**src/rtl/wdt_pkg.sv**
```systemverilog
package wdt_pkg;

   typedef enum logic {
      WD_WATCH = 1'b0,
      WD_BARK  = 1'b1
   } wd_state_e;

   function automatic int max_int(input int a, input int b);
      return (a > b) ? a : b;
   endfunction

endpackage

```
**src/rtl/wdt_strobe_sync.sv**
```systemverilog
module wdt_strobe_sync #(
   parameter int STAGES = 2
) (
   input  logic clk,
   input  logic rst_n,
   input  logic strobe_i,
   output logic fall_o
);

   logic [STAGES-1:0] sync_q;
   logic              prev_q;

   generate
      for (genvar i = 0; i < STAGES; i++) begin : g_stage
         if (i == 0) begin : g_first
            always_ff @(posedge clk) begin
               if (!rst_n) sync_q[0] <= 1'b0;
               else        sync_q[0] <= strobe_i;
            end
         end else begin : g_next
            always_ff @(posedge clk) begin
               if (!rst_n) sync_q[i] <= 1'b0;
               else        sync_q[i] <= sync_q[i-1];
            end
         end
      end
   endgenerate

   always_ff @(posedge clk) begin
      if (!rst_n) prev_q <= 1'b0;
      else        prev_q <= sync_q[STAGES-1];
   end

   assign fall_o = prev_q & ~sync_q[STAGES-1];


   fall_shape_chk: assert property (@(posedge clk) disable iff (!rst_n)
      fall_o |-> ($past(strobe_i, STAGES+1) && !$past(strobe_i, STAGES)));

endmodule

```
**src/rtl/wdt_limit_sel.sv**
```systemverilog
module wdt_limit_sel #(
   parameter int CNT_W     = 11,
   parameter int T0_MS     = 150,
   parameter int T1_MS     = 600,
   parameter int T2_MS     = 1200,
   parameter int CODE3_MAP = 1
) (
   input  logic [1:0]       sel_i,
   output logic [CNT_W-1:0] limit_o
);

   localparam logic [CNT_W-1:0] LIM0 = CNT_W'(T0_MS);
   localparam logic [CNT_W-1:0] LIM1 = CNT_W'(T1_MS);
   localparam logic [CNT_W-1:0] LIM2 = CNT_W'(T2_MS);

   logic [CNT_W-1:0] lim3;

   generate
      if (CODE3_MAP == 0) begin : g_c3_short
         assign lim3 = LIM0;
      end else if (CODE3_MAP == 2) begin : g_c3_long
         assign lim3 = LIM2;
      end else begin : g_c3_mid
         assign lim3 = LIM1;
      end
   endgenerate

   always_comb begin
      unique case (sel_i)
         2'd0:    limit_o = LIM0;
         2'd1:    limit_o = LIM1;
         2'd2:    limit_o = LIM2;
         default: limit_o = lim3;
      endcase
   end

endmodule

```
**src/rtl/wdt_core.sv**
```systemverilog
module wdt_core
   import wdt_pkg::*;
#(
   parameter int CNT_W    = 11,
   parameter int PULSE_MS = 250
) (
   input  logic             clk,
   input  logic             rst_n,
   input  logic             tick_i,
   input  logic             fall_i,
   input  logic             hold_i,
   input  logic [CNT_W-1:0] limit_i,
   output logic             bark_o
);

   localparam logic [CNT_W-1:0] PULSE_LAST = CNT_W'(PULSE_MS - 1);
   localparam logic [CNT_W-1:0] ONE        = CNT_W'(1);

   wd_state_e        state_q;
   logic [CNT_W-1:0] cnt_q;

   always_ff @(posedge clk) begin
      if (!rst_n) begin
         state_q <= WD_WATCH;
         cnt_q   <= '0;
      end else if (hold_i) begin
         state_q <= WD_WATCH;
         cnt_q   <= '0;
      end else begin
         unique case (state_q)
            WD_WATCH: begin
               if (fall_i) begin
                  cnt_q <= '0;
               end else if (tick_i) begin
                  if (cnt_q >= limit_i - ONE) begin
                     state_q <= WD_BARK;
                     cnt_q   <= '0;
                  end else begin
                     cnt_q <= cnt_q + ONE;
                  end
               end
            end
            WD_BARK: begin
               if (tick_i) begin
                  if (cnt_q >= PULSE_LAST) begin
                     state_q <= WD_WATCH;
                     cnt_q   <= '0;
                  end else begin
                     cnt_q <= cnt_q + ONE;
                  end
               end
            end
            default: begin
               state_q <= WD_WATCH;
               cnt_q   <= '0;
            end
         endcase
      end
   end

   assign bark_o = (state_q == WD_BARK);


   rise_on_tick_chk: assert property (@(posedge clk) disable iff (!rst_n)
      $rose(bark_o) |-> ($past(tick_i) && !$past(hold_i) && !$past(fall_i)));


   fall_on_tick_chk: assert property (@(posedge clk) disable iff (!rst_n)
      $fell(bark_o) |-> ($past(tick_i) || $past(hold_i)));


   bark_cnt_chk: assert property (@(posedge clk) disable iff (!rst_n)
      bark_o |-> (cnt_q <= PULSE_LAST));


   hold_clear_chk: assert property (@(posedge clk) disable iff (!rst_n)
      $past(hold_i) |-> (!bark_o && cnt_q == '0));

endmodule

```
**src/rtl/strobe_watchdog.sv**
```systemverilog
module strobe_watchdog #(
   parameter int T0_MS       = 150,
   parameter int T1_MS       = 600,
   parameter int T2_MS       = 1200,
   parameter int PULSE_MS    = 250,
   parameter int CODE3_MAP   = 1,
   parameter int SYNC_STAGES = 2
) (
   input  logic       clk,
   input  logic       rst_n,
   input  logic       tick_ms_i,
   input  logic       strobe_i,
   input  logic [1:0] tsel_i,
   input  logic       hold_i,
   output logic       wdt_rst_o
);

   localparam int MAX_MS = wdt_pkg::max_int(wdt_pkg::max_int(T0_MS, T1_MS),
                                            wdt_pkg::max_int(T2_MS, PULSE_MS));
   localparam int CNT_W  = $clog2(MAX_MS + 1);

   generate
      if (T0_MS < 63 || T0_MS > 250) begin : g_bad_t0
         $error("T0_MS out of range 63..250");
      end
      if (T1_MS < 250 || T1_MS > 1000) begin : g_bad_t1
         $error("T1_MS out of range 250..1000");
      end
      if (T2_MS < 500 || T2_MS > 2000) begin : g_bad_t2
         $error("T2_MS out of range 500..2000");
      end
      if (PULSE_MS < 250) begin : g_bad_pulse
         $error("PULSE_MS below 250");
      end
      if (SYNC_STAGES < 2) begin : g_bad_sync
         $error("SYNC_STAGES below 2");
      end
      if (CODE3_MAP < 0 || CODE3_MAP > 2) begin : g_bad_map
         $error("CODE3_MAP must be 0, 1 or 2");
      end
   endgenerate

   logic             fall_w;
   logic [CNT_W-1:0] limit_w;

   wdt_strobe_sync #(
      .STAGES (SYNC_STAGES)
   ) u_sync (
      .clk      (clk),
      .rst_n    (rst_n),
      .strobe_i (strobe_i),
      .fall_o   (fall_w)
   );

   wdt_limit_sel #(
      .CNT_W     (CNT_W),
      .T0_MS     (T0_MS),
      .T1_MS     (T1_MS),
      .T2_MS     (T2_MS),
      .CODE3_MAP (CODE3_MAP)
   ) u_lim (
      .sel_i   (tsel_i),
      .limit_o (limit_w)
   );

   wdt_core #(
      .CNT_W    (CNT_W),
      .PULSE_MS (PULSE_MS)
   ) u_core (
      .clk     (clk),
      .rst_n   (rst_n),
      .tick_i  (tick_ms_i),
      .fall_i  (fall_w),
      .hold_i  (hold_i),
      .limit_i (limit_w),
      .bark_o  (wdt_rst_o)
   );

endmodule

```
**config.mk**
```make
export PLATFORM = sky130hd
export DESIGN_NAME = strobe_watchdog
export DESIGN_NICKNAME = d
export VERILOG_FILES = /design/src/rtl/wdt_pkg.sv /design/src/rtl/wdt_strobe_sync.sv /design/src/rtl/wdt_limit_sel.sv /design/src/rtl/wdt_core.sv /design/src/rtl/strobe_watchdog.sv
export SDC_FILE = /design/constraint.sdc
export NUM_CORES = 1
export LEC_CHECK = 0
export BUFFER_PORTS_ARGS = -buffer_cell sky130_fd_sc_hd__buf_2
export CAP_MARGIN = 20
export CORE_MARGIN = 3
export CORE_UTILIZATION = 60
export DETAILED_ROUTE_END_ITERATION = 12
export PLACE_DENSITY = 0.8
export SKIP_CTS_REPAIR_TIMING = 1
export SLEW_MARGIN = 25
export SYNTH_ARGS = -nofsm -noshare
export SYNTH_HDL_FRONTEND = slang
export SYNTH_SLANG_ARGS = --single-unit
```
**constraint.sdc**
```tcl
create_clock -name clk -period 3.9 [get_ports clk]
set_clock_uncertainty 0.1 [all_clocks]
set_input_delay 0.78 -clock clk [delete_from_list [all_inputs] [get_ports clk]]
set_output_delay 0.78 -clock clk [all_outputs]
set_load 0.01 [all_outputs]
```
==> results of run 1 <==
## placed cells by master, fill, tap and decap left out, types with 4 or more instances in the layout
| cell | Yosys | routed |
|---|---|---|
| a21oi_1 | 5 | 5 |
| buf_2 | 0 | 7 |
| dfxtp_1 | 15 | 15 |
| ha_1 | 10 | 10 |
| inv_1 | 6 | 6 |
| nand2_1 | 7 | 7 |
| nand3_1 | 4 | 4 |
| nor2_1 | 18 | 18 |
| xnor2_1 | 4 | 4 |
| xor2_1 | 4 | 4 |
## state kept, by name, summed over array words and instances, names as in the netlist
register and cells:
u_core.bark_o 1, u_sync.sync_q 2, u_sync.prev_q 1, u_core.cnt_q 11
## through the flow
stage | total power, uW | hold slack (ps)
3_3_place_gp | 187.0 | 330.3
3_5_place_dp | 187.6 | 328.1
5_1_grt | 285.7 | 373.5
6_report | 271.8 | 345.7
2_1_floorplan | 179.0 | 311.8
4_1_cts | 274.5 | 351.5
## metal layers
| metal | GRT usage [%] | vias up | wire length [um] |
|---|---|---|---|
| met5 | 0 | - | 0 |
| met4 | 10.53 | 0 | 29 |
| met3 | 3.586 | 5 | 84 |
| met2 | 31.92 | 21 | 772 |
| met1 | 26.52 | 341 | 840 |
| li1 | - | 396 | - |
## power by group through the flow
stage / clock [uW] / sequential, uW / combinational [uW]
floorplan: 0 / 161 / 18.2
global placement: 0 / 162 / 25.5
detailed placement: 0 / 162 / 26.0
CTS: 90.3 / 158 / 26.2
global route: 97.6 / 158 / 29.7
finish: 87.8 / 158 / 26.1
## logic make-up (layout without fill, tap and decap cells)
family	Yosys count	in the layout	share of synthesized area, %
AO/OA/AOI/OAI	21	21	18.69
XOR/XNOR	8	8	7.639
adder cells (fa/ha/maj)	10	10	13.64
buffers and inverters	6	17	2.455
flip-flops	15	15	32.74
AND/OR/NAND/NOR	44	44	24.83
## cell type report
class                           count  area, um^2  area share, %
Sequential cell                    15       300.3          30.11
Inverter                            6       22.52          2.258
Timing Repair Buffer                7       35.03          3.513
Clock buffer                        4       26.28          2.635
Multi-Input combinational cell     83       594.3          59.60
Tap cell                           15       18.77          1.882
## worst paths after layout
kind | from | endpoint | slack (ps) | cells past startpoint
setup / recovery | tsel_i[0] | u_core.cnt_q[1]$_SDFFE_PP0P_ | 1490 | 9
hold reg to reg | u_sync.sync_q[0]$_SDFF_PN0_ | u_sync.sync_q[1]$_SDFF_PN0_ | 350 | 1
setup reg to reg | u_core.cnt_q[4]$_SDFFE_PP0P_ | u_core.cnt_q[1]$_SDFFE_PP0P_ | 1930 | 6
hold / removal | u_sync.sync_q[0]$_SDFF_PN0_ | u_sync.sync_q[1]$_SDFF_PN0_ | 350 | 1
==> results by group, run 1 <==
Run status
  – Status: complete, no violations

Die
  – Number of I/O pins: 8
  – Die area: between 0.002 and 0.0025 mm^2
  – Row count: 13
  – Initial core utilization: between 60% and 70%
  – Core ar.: 0.001366 mm^2
  – Die H: roughly 45 um
  – Die extent in x: between 40 and 50 um

GRT
  – Total Routing Usage GR: ~20%
  – Pin count of the biggest net entering global routing: 9
  – Number of global-route vias before repair: ~770
  – Initial antenna violation count: 0
  – Total gr overflow: 0
  – First-pass GRT wire length: between 3000 and 4000 um

Layout
  – Area Growth Syn to Fin: 8.731%
  – # nets final: about 130
  – N_diodes: 0
  – Post-route cell area: ~1000 um^2
  – Layout Cells excl Fill: 130
  – Share of layout cells above drive strength 1: between 10% and 20%
  – Post-layout util: 72.99%
  – Fill cell count: around 130

Logic synthesis
  – Mapped cell area: a little over 900 um^2
  – Top post-synthesis cells by area: dfxtp_1 33%, ha_1 14%, nor2_1 7.4%, xnor2_1 3.8%, xor2_1 3.8%
  – Synth Warn #: 0
  – Ys async rst share: 0%
  – Post-synthesis cell type count: 32
  – Top-count cell post-synth: nor2_1
  – Syn Area/Cell: approximately 9 um^2
  – Post-synth top area cell: dfxtp_1
  – Post-Syn Instances: between 100 and 150
  – Synth top cells by count: 18 x nor2_1, 15 x dfxtp_1, 10 x ha_1
  – Main synth FF type: dfxtp_1
  – Syn nets: about 120
  – EDFF count, synth: 0
  – Sequential area share after synthesis: between 30 and 40%
  – Synthesis-stage register bit count: 15
  – Top-area cell type share of the netlist area: 32.74%

Power and ir drop
  – Leak: slightly below 0.0004 uW
  – Sw Ratio: 24.07%
  – Psw: between 60 and 70 uW
  – Combinational cell fraction of total power: 9.6%
  – Maximum vdd ir drop: 0.2232 mV
  – Sequential Power Share: between 50% and 60%
  – Clock Power Share: roughly 32%
  – Cell Int Power: 206.4 uW
  – PwrDens: roughly 270 mW/mm^2

Timing
  – Worst slew pin tran: ~430 ps
  – Final Hold Vio Count: 0
  – Post-route clock period utilization: about three fifths
  – Final number of setup-violating endpoints: 0
  – Unrepaired setup endpoints after global routing: false
  – Min Tclk post-route: between 2000 and 2500 ps
  – Final setup TNS: 0 ps
  – Slew Limit Fails: 0
  – Slew headroom: 71.60%
  – Worst setup margin: 1490 ps
  – Maximum clock frequency: between 400 and 500 MHz

Drt
  – Total length of routed wires: around 1700 um
  – Via density: 5.869
  – 1st-iter DRT viols: 21
  – First-pass DRT Iterations: 4
  – DR WL/cell: approximately 13 um
  – Total number of vias: between 700 and 800
  – DRC Markers: 0
  – Final ANT Viol Nets: 0

Clocking
  – Clock Tree Root: clkbuf_4
  – CTS Sinks: 15
  – CTS tree: done
  – H-tree depth: 1
  – Worst-path clk slew: about 80 ps
  – Num CTS Buffers: 3
  – CTS max path bufs: 2
  – Worst skew pair latency: 280 ps

Worst setup path
  – Cell Chain, Critical Path: buf_2 -> inv_1 -> nand2_1 -> ha_1 -> a21oi_1 -> nand2_1 -> o31ai_2 -> nor2_1 -> a2111oi_2
  – CP endpoint kind: register
  – CP peak stage delay: 350 ps
  – WS Path Type: input pin to register
  – Peak fanout along the critical path: 4
  – Critical Path RT: between 3000 and 4000 ps
  – Worst Path Arrival: ~2500 ps
  – Critical path buffers and inverters: 2
  – CP max-delay cell: o31ai_2
  – Crit path max-delay family: compound AO/OA/AOI/OAI gates
  – Crit path launch type: input pin
  – Most used cell, CP: nand2_1

Placed design
  – PortBufs: 7
  – Placed insts: approximately 130
  – DP HPWL: around 1400 um
  – Post-Place Setup Slack: between 1000 and 1500 ps
  – Placed cell areas: about 970 um^2
  – Routability Congestion: 0.8561

Worst hold path
  – HP Class: register to register

Job
  – Max-cap check violation count: 0
No activity file was read; power rests on OpenSTA's default activity.
==> run 2, diff against run 1 <==
--- a/config.mk
+++ b/config.mk
@@ -5,12 +5,14 @@
 export SDC_FILE = /design/constraint.sdc
 export NUM_CORES = 1
 export LEC_CHECK = 0
+export ABC_AREA = 1
 export BUFFER_PORTS_ARGS = -buffer_cell sky130_fd_sc_hd__buf_2
 export CAP_MARGIN = 20
+export CORE_ASPECT_RATIO = 0.75
 export CORE_MARGIN = 3
-export CORE_UTILIZATION = 60
+export CORE_UTILIZATION = 52
 export DETAILED_ROUTE_END_ITERATION = 12
-export PLACE_DENSITY = 0.8
+export PLACE_DENSITY = 0.73
 export SKIP_CTS_REPAIR_TIMING = 1
 export SLEW_MARGIN = 25
 export SYNTH_ARGS = -nofsm -noshare
==> constraint.sdc (replaced) <==
create_clock -name clk -period 2.1 [get_ports clk]
set_clock_uncertainty 0.1 [all_clocks]
set_input_delay 0.42 -clock clk [delete_from_list [all_inputs] [get_ports clk]]
set_output_delay 0.42 -clock clk [all_outputs]
set_load 0.01 [all_outputs]
==> run 2 against run 1 <==
Via count grew 18%. Routed wire length grew 19%. Critical path type unchanged. Cell count grew 36%. Combinational power grew 100%. Largest power group unchanged. Non-clock buffer count grew 3. Synthesized cell count grew 38%. Core utilization shrank 11 points. Sequential share of layout area shrank 3.2 points. Critical path depth grew 4.
==> results by group, run 2 <==
Run status
  – Status: complete, no violations

Drt
  – 1st-iter DRT viols: 39
  – Via density: a little over 5
  – DR WL/cell: approximately 12 um
  – Total length of routed wires: slightly above 2000 um
  – DRC Markers: 0
  – Final ANT Viol Nets: 0
  – First-pass DRT Iterations: 4
  – Total number of vias: around 900

Logic synthesis
  – Synth Warn #: 0
  – Mapped cell area: ~0.001 mm^2
  – Post-Syn Instances: ~140
  – EDFF count, synth: 0
  – Synth top cells by count: 31 x nand2_1, 21 x inv_1, 15 x dfxtp_1, 15 x nor2_1, 10 x ha_1
  – Top-area cell type share of the netlist area: roughly 30%
  – Post-synth top area cell: dfxtp_1
  – Syn nets: 160
  – Post-synthesis cell type count: 23
  – Compound-Gate Fraction of Synth Area: ~4.9%
  – Synth Area in Adders: 12.20%
  – Area share of and/or/nand/nor cells after synthesis: a little under two fifths
  – Top-count cell post-synth: nand2_1
  – Largest family of logic cells by synthesized area: simple AND/OR/NAND/NOR gates
  – Top post-synthesis cells by area: dfxtp_1 29%, ha_1 12%, nand2_1 11%, inv_1 7.7%, nor2_1 5.5%
  – XOR/XNOR Fraction of Synth Area: under 10%
  – Main synth FF type: dfxtp_1
  – Syn Area/Cell: just over 7 um^2
  – Ys async rst share: 0%
  – Sequential area share after synthesis: 29.27%
  – Synthesis-stage register bit count: 15
  – Mux contribution to synthesized area: 0%

Worst setup path
  – Crit path launch type: input pin
  – Peak fanout along the critical path: 11
  – Critical Path RT: 2180 ps
  – CP endpoint kind: register
  – R2R depth: 10
  – WS Path Type: input pin to register
  – Worst Path Arrival: between 1500 and 2000 ps

Timing
  – Final Hold Vio Count: 0
  – Post-route clock period utilization: ~89%
  – Worst slew pin tran: about 340 ps
  – Maximum clock frequency: around 540 MHz
  – Final number of setup-violating endpoints: 0
  – Unrepaired setup endpoints after global routing: false
  – Slew Limit Fails: 0
  – Min Tclk post-route: between 1500 and 2000 ps
  – Worst setup margin: between 200 and 250 ps
  – Slew headroom: 77.44%
  – Final setup TNS: 0 ps

Layout
  – Most frequent cells in the layout: 31 x nand2_1, 21 x inv_1, 15 x nor2_1, 15 x dfxtp_1, 10 x ha_1
  – Footprint of the multi-input gates: just over 600 um^2
  – Fill cell count: roughly 170
  – Sequential cell area: around 300 um^2
  – # nets final: 173
  – N_diodes: 0
  – Number of flip-flops in the largest register: 11
  – Area Growth Syn to Fin: 8.659%
  – Most flops, register: u_core.cnt_q
  – Most common cell after layout, fill and taps aside: nand2_1
  – Share of layout cells above drive strength 1: between 20% and 30%
  – Regs by FF count: u_core.cnt_q (11), u_sync.sync_q (2)
  – Layout Cells excl Fill: 177
  – Post-route cell area: ~0.0011 mm^2

Job
  – Max-cap check violation count: 0

Die
  – Number of I/O pins: 8
  – Initial core utilization: a little under three fifths
  – Core ar.: 0.001805 mm^2
  – Die H: ~44 um
  – Die area: 0.002548 mm^2
  – Row count: 13
  – Die extent in x: around 57 um

Clocking
  – CTS tree: done
  – H-tree depth: 1
  – Worst skew pair latency: ~290 ps
  – Clock Tree Root: clkbuf_4
  – CTS max path bufs: 2
  – Worst-path clk slew: about 80 ps
  – CTS Sinks: 15
  – Num CTS Buffers: 3

Placed design
  – Routability Congestion: approximately 0.85
  – Placed cell areas: 0.001089 mm^2
  – Placed insts: between 150 and 200
  – PortBufs: 7
  – Post-Place Setup Slack: -74.25 ps
  – DP HPWL: ~1600 um

Power and ir drop
  – PwrDens: between 400 and 500 mW/mm^2
  – Leak: 0.0005310 uW
  – Power Total: roughly 510 uW
  – Maximum vdd ir drop: ~0.37 mV

GRT
  – Total Routing Usage GR: a little under a fifth
  – Initial antenna violation count: 0
  – Total gr overflow: 0
  – First-pass GRT wire length: between 3000 and 4000 um
  – Number of global-route vias before repair: ~830
  – Pin count of the biggest net entering global routing: 12

Worst hold path
  – Worst hold stages: 3
  – HP Class: input pin to register
## run 2: cell types whose count changed in the layout (fill, tap and decap cells not counted), sizes merged, moves of 3 or more
cell / previous run / this run
buf: 7 / 10
a21oi: 6 / 2
nand2: 7 / 34
and2: 3 / 0
inv: 6 / 24
nor2: 18 / 27
nand3: 4 / 9
## run 2: per-layer routing
layer  global-route usage, %  wire [um]
met5                       0          0
met2                   28.25        920
met3                   1.749        128
met1                   25.39        955
met4                   9.722         42
## run 2: final timing paths
kind / endpoint / start / slack (ps)
min: u_sync.sync_q[0]$_SDFF_PN0_ / strobe_i / 210
min reg2reg: u_sync.prev_q$_SDFF_PN0_ / u_sync.sync_q[1]$_SDFF_PN0_ / 330
max: u_core.cnt_q[9]$_SDFFE_PP0P_ / tsel_i[0] / 230
max reg2reg: u_core.cnt_q[9]$_SDFFE_PP0P_ / u_core.cnt_q[10]$_SDFFE_PP0P_ / 320
## run 2: final cells by class
cell class	instances	share of cell area (%)
repair buffers	10	5.163
inverters	24	8.081
multi-input cells	102	54.99
clock buffers	4	2.357
well taps	22	2.469
flip-flops and latches	15	26.94
## run 2: power by group
group | switching, uW | internal (uW)
Sequential | 3.95 | 288
Combinational | 32.8 | 19.6
Clock | 87.7 | 74.0
## run 2: kinds of logic after synthesis
group / after synthesis
AOI/OAI and AO/OA: 8
xor gates and xnor gates: 7
adders and majority gates: 10
buffers and inverters: 26
DFF: 15
and+or+nand+nor: 77
## run 2: critical path, cell delays in order
cell	delay (ps)
buf_2	110
inv_1	60
nand2_1	110
ha_1	320
nand2_1	70
nor2_1	150
nand3_1	90
nand3_1	110
nand2_1	50
nand2_1	50
nand2_1	50
nand2_2	270
nor2_1	70
## run 2: through the flow
| step | hold WS (ps) | util (%) |
|---|---|---|
| 6_report | 210.1 | 61.75 |
| 2_1_floorplan | 290.0 | - |
| 3_5_place_dp | 317.2 | 60.29 |
| 3_3_place_gp | 294.7 | 60.29 |
| 5_1_grt | 250.0 | 61.75 |
| 4_1_cts | 214.1 | 61.75 |
